--- config.mk ---
export PLATFORM = sky130hd
export DESIGN_NAME = ovr_mode_ctrl
export DESIGN_NICKNAME = d
export VERILOG_FILES = /design/src/rtl/ovr_pkg.sv /design/src/rtl/ovr_zc_gesture.sv /design/src/rtl/ovr_init_timer.sv /design/src/rtl/ovr_mode_fsm.sv /design/src/rtl/ovr_mode_ctrl.sv
export SDC_FILE = /design/constraint.sdc
export NUM_CORES = 1
export LEC_CHECK = 0
export BUFFER_PORTS_ARGS = -buffer_cell sky130_fd_sc_hd__buf_2
export CAP_MARGIN = 20
export CORE_ASPECT_RATIO = 1.75
export CORE_UTILIZATION = 47
export DETAILED_ROUTE_END_ITERATION = 7
export GPL_TIMING_DRIVEN = 0
export PLACE_DENSITY = 0.69
export SYNTH_ARGS = -nofsm -noshare
export SYNTH_HDL_FRONTEND = slang
export SYNTH_HIERARCHICAL = 1
export SYNTH_SLANG_ARGS = --single-unit
--- constraint.sdc ---
create_clock -name clk -period 1.9 [get_ports clk]
set_input_delay 0.57 -clock clk [delete_from_list [all_inputs] [get_ports clk]]
set_output_delay 0.57 -clock clk [all_outputs]
set_load 0.05 [all_outputs]
--- src/rtl/ovr_pkg.sv ---
package ovr_pkg;

    typedef enum logic [2:0] {
        ST_WARM      = 3'd0,
        ST_TEST      = 3'd1,
        ST_AUTO      = 3'd2,
        ST_OVR_ON    = 3'd3,
        ST_FORCE_ON  = 3'd4,
        ST_FORCE_OFF = 3'd5
    } ovr_state_e;

    localparam logic [1:0] SEL_ON  = 2'b01;
    localparam logic [1:0] SEL_OFF = 2'b10;

endpackage

--- src/rtl/ovr_zc_gesture.sv ---
module ovr_zc_gesture #(
    parameter int GAP_TICKS    = 40,
    parameter int LOSS_TICKS   = 3000,
    parameter int WINDOW_TICKS = 3000,
    parameter int GESTURES     = 1
) (
    input  logic clk,
    input  logic rst_n,
    input  logic tick,
    input  logic zc_pulse,
    output logic ovr_q,
    output logic loss_q
);

    localparam int GW = $clog2(LOSS_TICKS + 2);
    localparam logic [GW-1:0] GAP_L  = GW'(GAP_TICKS);
    localparam logic [GW-1:0] LOSS_L = GW'(LOSS_TICKS);
    localparam logic [GW-1:0] G_ONE  = GW'(1);

    logic [GW-1:0] silence;
    logic          gest_ev;
    logic          loss_ev;
    logic          final_gest;

    assign gest_ev = zc_pulse && (silence > GAP_L) && (silence <= LOSS_L);
    assign loss_ev = tick && !zc_pulse && (silence == LOSS_L);

    // silence length in ticks, saturating one past the loss limit
    always_ff @(posedge clk or negedge rst_n) begin
        if (!rst_n) begin
            silence <= '0;
        end else if (zc_pulse) begin
            silence <= '0;
        end else if (tick && (silence <= LOSS_L)) begin
            silence <= silence + G_ONE;
        end
    end

    generate
        if (GESTURES > 1 && WINDOW_TICKS > 0) begin : g_multi
            localparam int CW = $clog2(GESTURES + 1);
            localparam int WW = $clog2(WINDOW_TICKS + 1);
            localparam logic [CW-1:0] LAST_L  = CW'(GESTURES - 1);
            localparam logic [CW-1:0] C_ONE   = CW'(1);
            localparam logic [WW-1:0] WIN_END = WW'(WINDOW_TICKS - 1);
            localparam logic [WW-1:0] W_ONE   = WW'(1);

            logic [CW-1:0] seen;
            logic [WW-1:0] win;

            always_ff @(posedge clk or negedge rst_n) begin
                if (!rst_n) begin
                    seen <= '0;
                    win  <= '0;
                end else if (loss_ev) begin
                    seen <= '0;
                    win  <= '0;
                end else if (gest_ev) begin
                    win  <= '0;
                    seen <= (seen == LAST_L) ? '0 : seen + C_ONE;
                end else if ((seen != '0) && tick) begin
                    if (win == WIN_END) begin
                        seen <= '0;
                        win  <= '0;
                    end else begin
                        win <= win + W_ONE;
                    end
                end
            end

            assign final_gest = (seen == LAST_L);
        end else begin : g_single
            assign final_gest = 1'b1;
        end
    endgenerate

    always_ff @(posedge clk or negedge rst_n) begin
        if (!rst_n) begin
            ovr_q  <= 1'b0;
            loss_q <= 1'b0;
        end else begin
            ovr_q  <= gest_ev && final_gest;
            loss_q <= loss_ev;
        end
    end

endmodule

--- src/rtl/ovr_init_timer.sv ---
module ovr_init_timer #(
    parameter int INIT_TICKS       = 30000,
    parameter int TEST_ENTRY_TICKS = 10000
) (
    input  logic clk,
    input  logic rst_n,
    input  logic tick,
    input  logic restart,
    output logic init_done,
    output logic test_win
);

    localparam int IW = $clog2(INIT_TICKS + 1);
    localparam logic [IW-1:0] INIT_L = IW'(INIT_TICKS);
    localparam logic [IW-1:0] TE_L   = IW'(TEST_ENTRY_TICKS);
    localparam logic [IW-1:0] I_ONE  = IW'(1);

    logic [IW-1:0] elapsed;

    always_ff @(posedge clk or negedge rst_n) begin
        if (!rst_n) begin
            elapsed <= '0;
        end else if (restart) begin
            elapsed <= '0;
        end else if (tick && (elapsed < INIT_L)) begin
            elapsed <= elapsed + I_ONE;
        end
    end

    assign init_done = (elapsed >= INIT_L);
    assign test_win  = (elapsed < TE_L);

endmodule

--- src/rtl/ovr_mode_fsm.sv ---
module ovr_mode_fsm
    import ovr_pkg::*;
#(
    parameter int TEST_IDLE_TICKS = 5000,
    parameter int REVERT_TICKS    = 28800000,
    parameter int FLASH_EN        = 0
) (
    input  logic       clk,
    input  logic       rst_n,
    input  logic       tick,
    input  logic [1:0] mode_sel,
    input  logic       trig_valid,
    input  logic       ovr,
    input  logic       loss,
    input  logic       init_done,
    input  logic       test_win,
    output ovr_state_e state_q,
    output logic       flash_slow,
    output logic       flash_fast
);

    localparam int RW = $clog2(REVERT_TICKS + 1);
    localparam int DW = $clog2(TEST_IDLE_TICKS + 2);
    localparam logic [RW-1:0] REV_END = RW'(REVERT_TICKS - 1);
    localparam logic [RW-1:0] R_ONE   = RW'(1);
    localparam logic [DW-1:0] IDLE_L  = DW'(TEST_IDLE_TICKS);
    localparam logic [DW-1:0] D_ONE   = DW'(1);
    localparam logic          FL_ON   = (FLASH_EN != 0);

    ovr_state_e    nxt;
    logic [RW-1:0] on_time;
    logic [DW-1:0] idle;
    logic          rev_hit;
    logic          idle_hit;
    logic          slow_d;
    logic          fast_d;

    assign rev_hit  = (state_q == ST_OVR_ON) && tick && (on_time == REV_END);
    assign idle_hit = (state_q == ST_TEST) && tick && !trig_valid && (idle == IDLE_L);

    // time spent in override-on
    always_ff @(posedge clk or negedge rst_n) begin
        if (!rst_n) begin
            on_time <= '0;
        end else if (state_q != ST_OVR_ON) begin
            on_time <= '0;
        end else if (tick) begin
            on_time <= on_time + R_ONE;
        end
    end

    // ticks without a trigger while in test
    always_ff @(posedge clk or negedge rst_n) begin
        if (!rst_n) begin
            idle <= '0;
        end else if ((state_q != ST_TEST) || trig_valid) begin
            idle <= '0;
        end else if (tick && (idle <= IDLE_L)) begin
            idle <= idle + D_ONE;
        end
    end

    always_comb begin
        nxt    = state_q;
        slow_d = 1'b0;
        fast_d = 1'b0;
        if (mode_sel == SEL_ON) begin
            nxt = ST_FORCE_ON;
        end else if (mode_sel == SEL_OFF) begin
            nxt = ST_FORCE_OFF;
        end else if ((state_q == ST_FORCE_ON) || (state_q == ST_FORCE_OFF)) begin
            nxt = (init_done && !loss) ? ST_AUTO : ST_WARM;
        end else if (loss) begin
            nxt = ST_WARM;
        end else begin
            unique case (state_q)
                ST_WARM: begin
                    if (ovr && test_win) begin
                        nxt    = ST_TEST;
                        slow_d = 1'b1;
                    end else if (init_done) begin
                        nxt = ST_AUTO;
                    end
                end
                ST_TEST: begin
                    if (idle_hit) begin
                        nxt    = init_done ? ST_AUTO : ST_WARM;
                        fast_d = 1'b1;
                    end
                end
                ST_AUTO: begin
                    if (ovr) begin
                        nxt    = ST_OVR_ON;
                        slow_d = 1'b1;
                    end
                end
                ST_OVR_ON: begin
                    if (ovr || rev_hit) begin
                        nxt    = ST_AUTO;
                        fast_d = 1'b1;
                    end
                end
                default: nxt = ST_WARM;
            endcase
        end
    end

    // state register
    always_ff @(posedge clk or negedge rst_n) begin
        if (!rst_n) begin
            state_q <= ST_WARM;
        end else begin
            state_q <= nxt;
        end
    end

    // output register
    always_ff @(posedge clk or negedge rst_n) begin
        if (!rst_n) begin
            flash_slow <= 1'b0;
            flash_fast <= 1'b0;
        end else begin
            flash_slow <= slow_d & FL_ON;
            flash_fast <= fast_d & FL_ON;
        end
    end

endmodule

--- src/rtl/ovr_mode_ctrl.sv ---
module ovr_mode_ctrl
    import ovr_pkg::*;
#(
    parameter int GAP_TICKS        = 40,
    parameter int LOSS_TICKS       = 3000,
    parameter int WINDOW_TICKS     = 3000,
    parameter int GESTURES         = 1,
    parameter int TEST_ENTRY_TICKS = 10000,
    parameter int INIT_TICKS       = 30000,
    parameter int TEST_IDLE_TICKS  = 5000,
    parameter int HOUR_TICKS       = 3600000,
    parameter int REVERT_HOURS     = 8,
    parameter int FLASH_EN         = 0
) (
    input  logic       clk,
    input  logic       rst_n,
    input  logic       tick,
    input  logic       zc_pulse,
    input  logic [1:0] mode_sel,
    input  logic       trig_valid,
    output logic [2:0] state_o,
    output logic       trig_en,
    output logic       flash_slow,
    output logic       flash_fast
);

    localparam int REVERT_TICKS = REVERT_HOURS * HOUR_TICKS;

    logic       ovr;
    logic       loss;
    logic       init_done;
    logic       test_win;
    ovr_state_e st;

    ovr_zc_gesture #(
        .GAP_TICKS   (GAP_TICKS),
        .LOSS_TICKS  (LOSS_TICKS),
        .WINDOW_TICKS(WINDOW_TICKS),
        .GESTURES    (GESTURES)
    ) u_gest (
        .clk     (clk),
        .rst_n   (rst_n),
        .tick    (tick),
        .zc_pulse(zc_pulse),
        .ovr_q   (ovr),
        .loss_q  (loss)
    );

    ovr_init_timer #(
        .INIT_TICKS      (INIT_TICKS),
        .TEST_ENTRY_TICKS(TEST_ENTRY_TICKS)
    ) u_init (
        .clk      (clk),
        .rst_n    (rst_n),
        .tick     (tick),
        .restart  (loss),
        .init_done(init_done),
        .test_win (test_win)
    );

    ovr_mode_fsm #(
        .TEST_IDLE_TICKS(TEST_IDLE_TICKS),
        .REVERT_TICKS   (REVERT_TICKS),
        .FLASH_EN       (FLASH_EN)
    ) u_fsm (
        .clk       (clk),
        .rst_n     (rst_n),
        .tick      (tick),
        .mode_sel  (mode_sel),
        .trig_valid(trig_valid),
        .ovr       (ovr),
        .loss      (loss),
        .init_done (init_done),
        .test_win  (test_win),
        .state_q   (st),
        .flash_slow(flash_slow),
        .flash_fast(flash_fast)
    );

    assign state_o = st;
    assign trig_en = (st == ST_TEST) || (st == ST_AUTO);

endmodule

==> flow_summary.json, run 1 <==
{
  "tightest_slew_ps": 888,
  "wl_per_cell_um": 15.7,
  "synth_most_common_cell": "dfrtp_1",
  "critPathBufInv": 0,
  "required_ps": 2160,
  "synth_area_leaders": "dfrtp_1, nor2_1, xnor2_1",
  "via_count": 3223,
  "fin_crit_sh_pct": 112,
  "cts_root_buffer": "clkbuf_16",
  "max_stage_delay_ps": 570,
  "end_kind": "register",
  "synth_top_area_share_pct": 44.8,
  "post_dp_cell_area_sq_um": 4100,
  "synth_top_flop_cell": "dfrtp_1",
  "cpMaxStageDelayCell": "or4b_4",
  "yosys-top-cells-count": "dfrtp_1, nor2_1, xnor2_1",
  "clkLatencyLatePin_ps": 330,
  "pin_count": 13,
  "finalCriticalPeriod_ps": 2120,
  "hold_class": "input port to asynchronous set/reset pin",
  "yosysSeqAreaShare_pct": 44.8,
  "ctsHoldBuffers": 0,
  "syn_area_per_cell_sq_um": 9.56,
  "multiInputGateArea_sq_um": 2180,
  "dr.pass1.iters": 6,
  "final_cells": 548,
  "grt_util_all_layers_pct": 20.9,
  "hold_ws_ps": 335,
  "grt_start_max_net_pins": 71,
  "power.density_nw_per_um2": 831,
  "via_per_inst": 5.88,
  "dieArea_sq_um": 8710,
  "wirelength_um": 8590,
  "final_hold_viol_count": 0,
  "critPathTopFamily": "simple AND/OR/NAND/NOR gates",
  "finalClockSkew_ps": 4.28,
  "syn_inst": 409,
  "critical_path_class": "register to register",
  "clkTransAtPathRegs_ps": 50,
  "outcome": "finished with violations",
  "clock_sinks": 70,
  "core_sq_um": 8020,
  "fmax_mhz": 471,
  "synth_seq_cells": 70,
  "placedCellCount": 510,
  "globalRouteMet2Util_pct": 37.6,
  "postRouteAntennaNets": 0,
  "syn_area_sq_um": 3910,
  "synth_cell_types": 60,
  "critPathLaunchType": "register",
  "die_w_um": 71.0,
  "n_antenna_cell": 0,
  "violations": "negative setup slack",
  "slew_headroom_pct": 40.8,
  "synth_edf_count": 0,
  "finish.net_count": 468,
  "grt_overflow": 0,
  "cp_max_fo": 4,
  "rsz0062_at_grt": "true",
  "synth_warnings": 6,
  "antenna_found_initial": 0,
  "slew_viol_final": 0,
  "cts-buffers-inserted": 9,
  "busiest_layer": "met2",
  "finalSetupViolations": 15,
  "seq_area_sq_um": 1760,
  "grt_use_met1_pct": 23.5,
  "dp_hpwl_um": 5490,
  "placementRows": 43,
  "arrival_ps": 2380,
  "dp_slack_ps": -598,
  "path_cells": "or4b_4 -> o41ai_4 -> o211ai_2 -> or4_4 -> a21oi_2",
  "clock_path_buffers": 2,
  "async_reset_ff_share_pct": 100,
  "ir_worst_vdd_v": 0.000522,
  "grt_pass1_vias": 3127,
  "fillers": 658,
  "fin_area_sq_um": 4720,
  "io_buffers": 10,
  "start_util_pct": 48.8,
  "drtIter0Drc": 201,
  "grt_pass1_wl_um": 14300,
  "cellLeakagePower_nw": 1.95,
  "post-route-drc-count": 0,
  "h-tree-depth": 3,
  "drive_gt1_share_pct": 19.9,
  "area_growth_pct": 20.6,
  "final.setup.worst_slack_ps": -221,
  "synth.largest_area_cell": "dfrtp_1",
  "final_util_pct": 58.8,
  "use_met3_pct": 4.52,
  "maxCapViolations": 0,
  "tritoncts": "yes",
  "die_h_um": 123,
  "gp_congestion": 0.812
}
-- stage by stage --
stage | total power [mW] | setup TNS, ps
floorplan | 2.07 | -813
global placement | 2.20 | -22100
detailed placement | 2.22 | -12900
CTS | 3.90 | -2310
global route | 4.09 | -3330
finish | 3.92 | -1600
-- cells by family (layout without fill, tap and decap cells) --
group | count (synthesis) | in the layout | synth area share (%)
XOR/XNOR | 47 | 47 | 10.5
multiplexers | 6 | 6 | 1.60
adder cells (fa/ha/maj) | 8 | 8 | 2.56
flip-flops | 70 | 70 | 44.8
buffers and inverters | 29 | 77 | 3.33
AND/OR/NAND/NOR | 182 | 182 | 24.5
AO/OA/AOI/OAI | 66 | 66 | 12.6
other | 1 | 2 | 0.0959
-- area by class of cell --
| class | count | area share [%] |
|---|---|---|
| multi-input combinational | 311 | 46.2 |
| sequential | 70 | 37.3 |
| clock buffer | 16 | 6.18 |
| timing repair buffer | 32 | 4.96 |
| tap | 90 | 2.39 |
| buffer | 12 | 1.67 |
| inverter | 17 | 1.35 |
-- worst paths after layout --
path	start	endpoint	slack (ps)	cells past startpoint
hold reg to reg	u_fsm/on_time[4]	u_fsm/on_time[4]	550	2
setup / recovery	u_gest/silence[2]	u_gest/silence[9]	-220	5
min in group clk	zc_pulse	u_gest/silence[11]	540	3
hold / removal	rst_n	u_fsm/on_time[13]	330	1
max in group asynchronous	rst_n	u_fsm/state_q[1]	900	1
setup reg to reg	u_gest/silence[2]	u_gest/silence[9]	-220	5
-- registers in the layout, summed over array words and instances, names as in the netlist --
| register | count |
|---|---|
| u_fsm/on_time | 25 |
| u_init/elapsed | 15 |
| u_fsm/idle | 13 |
| u_gest/silence | 12 |
| u_fsm/state_q | 3 |
| u_gest/loss_q | 1 |
| u_gest/ovr_q | 1 |
-- report_power, final --
group | leakage, nW | internal, mW | switching, mW | total (mW)
Clock | 0.143 | 1.03 | 0.582 | 1.61
Sequential | 0.950 | 1.59 | 0.129 | 1.72
Combinational | 0.853 | 0.255 | 0.337 | 0.592
-- layer usage --
metal / part of all wire, % / vias to the layer above
li1: - / 1542
met1: 42 / 1601
met2: 54 / 65
met3: 2.9 / 15
met4: 1.8 / 0
met5: 0 / -
-- layout by cell type (no fill, tap or decap), types with 6 or more instances in the layout --
| cell | Yosys | final |
|---|---|---|
| nand4_1 | 12 | 12 |
| inv_1 | 17 | 17 |
| ha_1 | 8 | 8 |
| a21oi_1 | 13 | 10 |
| clkbuf_1 | 6 | 9 |
| or3_1 | 9 | 9 |
| nor2_1 | 65 | 63 |
| clkbuf_16 | 0 | 9 |
| dfrtp_1 | 70 | 66 |
| and4_1 | 6 | 6 |
| xnor2_1 | 25 | 25 |
| buf_2 | 2 | 7 |
| nand2_1 | 18 | 18 |
| o21ai_0 | 17 | 12 |
| nand3_1 | 15 | 15 |
| o211ai_1 | 7 | 7 |
| nor3_1 | 13 | 10 |
| and3_1 | 13 | 13 |
| buf_4 | 3 | 24 |
| xor2_1 | 22 | 22 |
-- repair_timing --
action | in CTS | in global routing
setup endpoints to repair | 31 | 31
resized for setup | 12 | 26
setup buffers | 14 | 8
pin swaps | 9 | 17
(Power assumes the default switching activity.)
==> run 2, diff against run 1 <==
SETUP_SLACK_MARGIN = 0.15   (was not set)
==> run 2 against run 1 <==
  * The run still ends with negative setup slack left
  * Via count is 3.8% higher
  * Flip-flop and latch count stayed put
  * Design area is 7.3% higher
  * Sequential power hardly changed
  * Fmax is 1.0% higher
  * Largest cell class unchanged
==> flow_summary.json, run 2 (synthesis gave the netlist of run 1 again) <==
{
  "placedCellCount": 510,
  "slew_viol_final": 0,
  "top_register": "u_fsm/on_time",
  "power.density_nw_per_um2": 767,
  "grt_pass1_wl_um": 14900,
  "clock_path_buffers": 2,
  "rsz0062_at_grt": "true",
  "dp_hpwl_um": 5490,
  "regToRegSetupSlack_ps": -200,
  "arrival_ps": 2360,
  "finalCriticalPeriod_ps": 2100,
  "tritoncts": "yes",
  "area_growth_pct": 29.4,
  "clock_sinks": 70,
  "final_util_pct": 63.1,
  "pin_count": 13,
  "largestRegisters": "u_fsm/on_time: 25 flops, u_init/elapsed: 15 flops, u_fsm/idle: 13 flops",
  "die_h_um": 123,
  "layout_commonest_cell": "dfrtp_1",
  "finish.net_count": 492,
  "grt_use_met1_pct": 24.3,
  "fin_crit_sh_pct": 110,
  "path_cells": "or4b_4 -> o41ai_4 -> o211ai_2 -> or4_1 -> a21oi_1",
  "critPathLaunchType": "register",
  "dp_slack_ps": -612,
  "cts-buffers-inserted": 9,
  "r2r-start": "u_gest/silence[11]",
  "cts_root_buffer": "clkbuf_16",
  "gp_congestion": 0.823,
  "end_kind": "register",
  "via_count": 3346,
  "ctsHoldBuffers": 0,
  "h-tree-depth": 3,
  "cp_max_fo": 4,
  "drtIter0Drc": 220,
  "start_util_pct": 48.8,
  "wl_per_cell_um": 16.4,
  "core_sq_um": 8020,
  "grt_start_max_net_pins": 71,
  "final_hold_viol_count": 0,
  "final.setup.worst_slack_ps": -199,
  "post_dp_cell_area_sq_um": 4130,
  "dieArea_sq_um": 8710,
  "critical_path_class": "register to register",
  "r2r-end": "u_gest/silence[9]",
  "dr.pass1.iters": 6,
  "slew_headroom_pct": 41.6,
  "fmax_mhz": 476,
  "n_antenna_cell": 0,
  "placementRows": 43,
  "tns_ps": -1270,
  "final_cells": 572,
  "largest_reg_flops": 25,
  "r2r_cells": 5,
  "hold_ws_ps": 352,
  "cpMaxStageDelayCell": "or4b_4",
  "io_buffers": 10,
  "via_per_inst": 5.85,
  "tightest_slew_ps": 875,
  "grt_overflow": 0,
  "max_stage_delay_ps": 510,
  "die_w_um": 71.0,
  "use_met3_pct": 5.25,
  "cellLeakagePower_nw": 2.11,
  "grt_pass1_vias": 3324,
  "globalRouteMet2Util_pct": 39.5,
  "antenna_found_initial": 0,
  "fin_area_sq_um": 5060,
  "clkTransAtPathRegs_ps": 50,
  "final_cell_mix": "dfrtp_1, nor2_1, buf_4, xor2_1, xnor2_1",
  "postRouteAntennaNets": 0,
  "finalClockSkew_ps": 3.55,
  "ir_worst_vdd_v": 0.000542,
  "drive_gt1_share_pct": 28.4,
  "clkLatencyLatePin_ps": 340,
  "post-route-drc-count": 0,
  "maxCapViolations": 0,
  "violations": "negative setup slack",
  "wirelength_um": 9370,
  "required_ps": 2160,
  "busiest_layer": "met2",
  "hold_class": "input port to asynchronous set/reset pin",
  "finalSetupViolations": 13,
  "total_power_mw": 3.88,
  "grt_util_all_layers_pct": 22.1,
  "outcome": "finished with violations"
}
run 2: final cells by class:
| cell class | count | area [sq um] |
|---|---|---|
| Clock buffer | 15 | 258 |
| Inverter | 17 | 63.8 |
| Multi-Input combinational cell | 312 | 2350 |
| Buffer | 12 | 83.8 |
| Sequential cell | 70 | 1760 |
| Clock inverter | 1 | 5.00 |
| Timing Repair Buffer | 55 | 433 |
| Tap cell | 90 | 113 |
| Fill cell | 616 | 2960 |
run 2: per-layer routing:
layer	part of all wire (%)	up-vias	wire length, um
met5	0	-	0
met4	2.6	0	240
met3	3.0	21	280
met2	54	76	5020
met1	41	1652	3840
li1	-	1597	-
run 2: worst max-delay path by stage:
stage	startpoint	end	slack, ps	cells past startpoint
after global placement	tick	u_fsm/on_time[17]	-560	7
after global routing	u_gest/silence[11]	u_gest/silence[8]	-250	5
final	u_gest/silence[11]	u_gest/silence[9]	-200	5
after floorplan	u_gest/silence[0]	u_gest/silence[9]	-160	5
after detailed placement	tick	u_fsm/on_time[17]	-610	7
after CTS	u_gest/silence[0]	u_gest/silence[9]	-260	5
run 2: critical path, delay by kind of cell (launching register included):
| kind | cells | cell delay (ps) |
|---|---|---|
| compound gates | 3 | 640 |
| simple gates | 2 | 940 |
| flops | 1 | 440 |
run 2: repair_timing:
| item | in CTS | in global routing |
|---|---|---|
| setup endpoints to repair | 42 | 55 |
| setup buffers | 32 | 12 |
| pin swaps | 20 | 35 |
| resized for setup | 25 | 49 |
| cloned | 0 | 2 |
| hold endpoints to repair | 0 | 0 |
run 2: power breakdown:
group	switching [mW]	internal (mW)	total, mW
Combinational	0.366	0.294	0.660
Sequential	0.110	1.59	1.70
Clock	0.607	0.919	1.53
==> run 3, diff against run 2 <==
CTS_BUF_LIST = sky130_fd_sc_hd__clkbuf_16   (was not set)
==> run 3 against run 2 <==
  * The run still ends with negative setup slack left
  * Count of clock-buffer cells in the layout shrank 6
  * Power down 1.8%
  * Non-clock buffer count stayed put
  * Register-to-register slack about the same
  * Die area stayed put
  * Highest routed layer unchanged
  * Routed wire length about the same
  * Global-route usage decreased by 0.087 points
  * Sequential share of layout area increased by 0.069 points
  * Fmax rose by 0.45%
  * Clock power fell by 5%
  * Critical path depth unchanged
  * Largest power group unchanged
==> flow_summary.json, run 3 (synthesis gave the netlist of run 1 again) <==
{
  "critPathLaunchType": "register",
  "final.setup.worst_slack_ps": -190,
  "post-route-drc-count": 0,
  "arrival_ps": 2350,
  "die_w_um": 71.0,
  "dr.pass1.iters": 6,
  "finalCriticalPeriod_ps": 2090,
  "grt_util_all_layers_pct": 22.0,
  "fmax_mhz": 478,
  "tns_ps": -1160,
  "clock_sinks": 70,
  "h-tree-depth": 3,
  "maxCapViolations": 0,
  "dp_hpwl_um": 5490,
  "cts_root_buffer": "clkbuf_16",
  "fin_crit_sh_pct": 110,
  "postRouteAntennaNets": 0,
  "clkTransAtPathRegs_ps": 50,
  "antenna_found_initial": 0,
  "via_per_inst": 5.83,
  "cts-buffers-inserted": 9,
  "area_growth_pct": 29.1,
  "gp_congestion": 0.823,
  "fillers": 616,
  "critical_path_class": "register to register",
  "finish.net_count": 492,
  "grt_pass1_wl_um": 14900,
  "grt_pass1_vias": 3332,
  "pin_count": 13,
  "ctsHoldBuffers": 0,
  "largest_reg_flops": 25,
  "drtIter0Drc": 190,
  "dp_slack_ps": -612,
  "tritoncts": "yes",
  "placementRows": 43,
  "end_kind": "register",
  "clock_path_buffers": 2,
  "grt_start_max_net_pins": 71,
  "finalSetupViolations": 12,
  "hold_class": "input port to asynchronous set/reset pin",
  "power.density_nw_per_um2": 755,
  "start_util_pct": 48.8,
  "post_dp_cell_area_sq_um": 4130,
  "ir_worst_vdd_v": 0.000543,
  "grt_overflow": 0,
  "layout_commonest_cell": "dfrtp_1",
  "required_ps": 2160,
  "n_antenna_cell": 0,
  "violations": "negative setup slack",
  "io_buffers": 10,
  "wirelength_um": 9370,
  "slew_headroom_pct": 41.5,
  "via_count": 3335,
  "final_cell_mix": "dfrtp_1, nor2_1, buf_4, inv_1, xor2_1",
  "cp_max_fo": 4,
  "tightest_slew_ps": 877,
  "wl_per_cell_um": 16.4,
  "drive_gt1_share_pct": 28.2,
  "rsz0062_at_grt": "true",
  "die_h_um": 123,
  "finalClockSkew_ps": 4.41,
  "core_sq_um": 8020,
  "dieArea_sq_um": 8710,
  "final_hold_viol_count": 0,
  "top_register": "u_fsm/on_time",
  "cellLeakagePower_nw": 2.12,
  "outcome": "finished with violations",
  "clkLatencyLatePin_ps": 340,
  "largestRegisters": "u_fsm/on_time: 25 flops, u_init/elapsed: 15 flops, u_fsm/idle: 13 flops",
  "slew_viol_final": 0,
  "fin_area_sq_um": 5050
}
==> run 3: changes by cell type in the layout (fill, tap and decap cells not counted), sizes merged <==
cell,previous run,this run
inv,17,22
clkbuf,21,15
clkinv,1,2
==> run 3: repair_timing <==
action,in CTS,in global routing
resized for setup,25,49
setup endpoints to repair,42,55
gates cloned,0,2
buffers inserted,32,12
pin swaps,20,35
==> run 3: final cells by class <==
cell class                      count  area (sq um)  area share, %
Clock buffer                        9           225           4.46
Inverter                           17          63.8           1.26
Multi-Input combinational cell    312          2350           46.5
Buffer                             12          83.8           1.66
Clock inverter                      7          27.5          0.545
Tap cell                           90           113           2.23
Timing Repair Buffer               55           433           8.57
Sequential cell                    70          1760           34.8
==> run 3: worst paths after layout <==
check,end,slack (ps),depth (start not counted),startpoint
max,u_gest/silence[9],-190,5,u_gest/silence[2]
min,u_fsm/on_time[13],350,1,rst_n
max reg2reg,u_gest/silence[9],-190,5,u_gest/silence[2]
min in group clk,u_gest/silence[5],540,3,zc_pulse
min reg2reg,u_fsm/on_time[24],550,2,u_fsm/on_time[24]
max in group asynchronous,u_fsm/state_q[1],920,1,rst_n
==> run 3: power breakdown <==
part           switching [mW]  internal [mW]
combinational           0.366          0.294
sequential              0.111           1.59
clock                   0.604          0.851
total                    1.08           2.73
==> run 3: layer usage <==
layer	routed length (um)	global-route usage [%]	up-vias
met1	3820	24.2	1641
li1	-	-	1599
met4	251	11.1	0
met2	5020	39.3	72
met5	0	0	-
met3	276	5.25	23
==> run 3: stage by stage <==
step / utilization (%) / hold WS [ps] / instances / power, mW
floorplan: - / 274 / 410 / 2.07
global placement: 51.5 / 505 / 510 / 2.20
detailed placement: 51.6 / 526 / 510 / 2.22
CTS: 59.0 / 393 / 558 / 3.81
global route: 63.0 / 431 / 572 / 3.99
finish: 63.0 / 349 / 572 / 3.81
==> run 3: worst max-delay path, cell delays in order, from the launching register on <==
cell and delay [ps]:
dfrtp_1 400, or4b_4 540, o41ai_4 350, o211ai_2 160
or4_1 430, a21oi_1 130
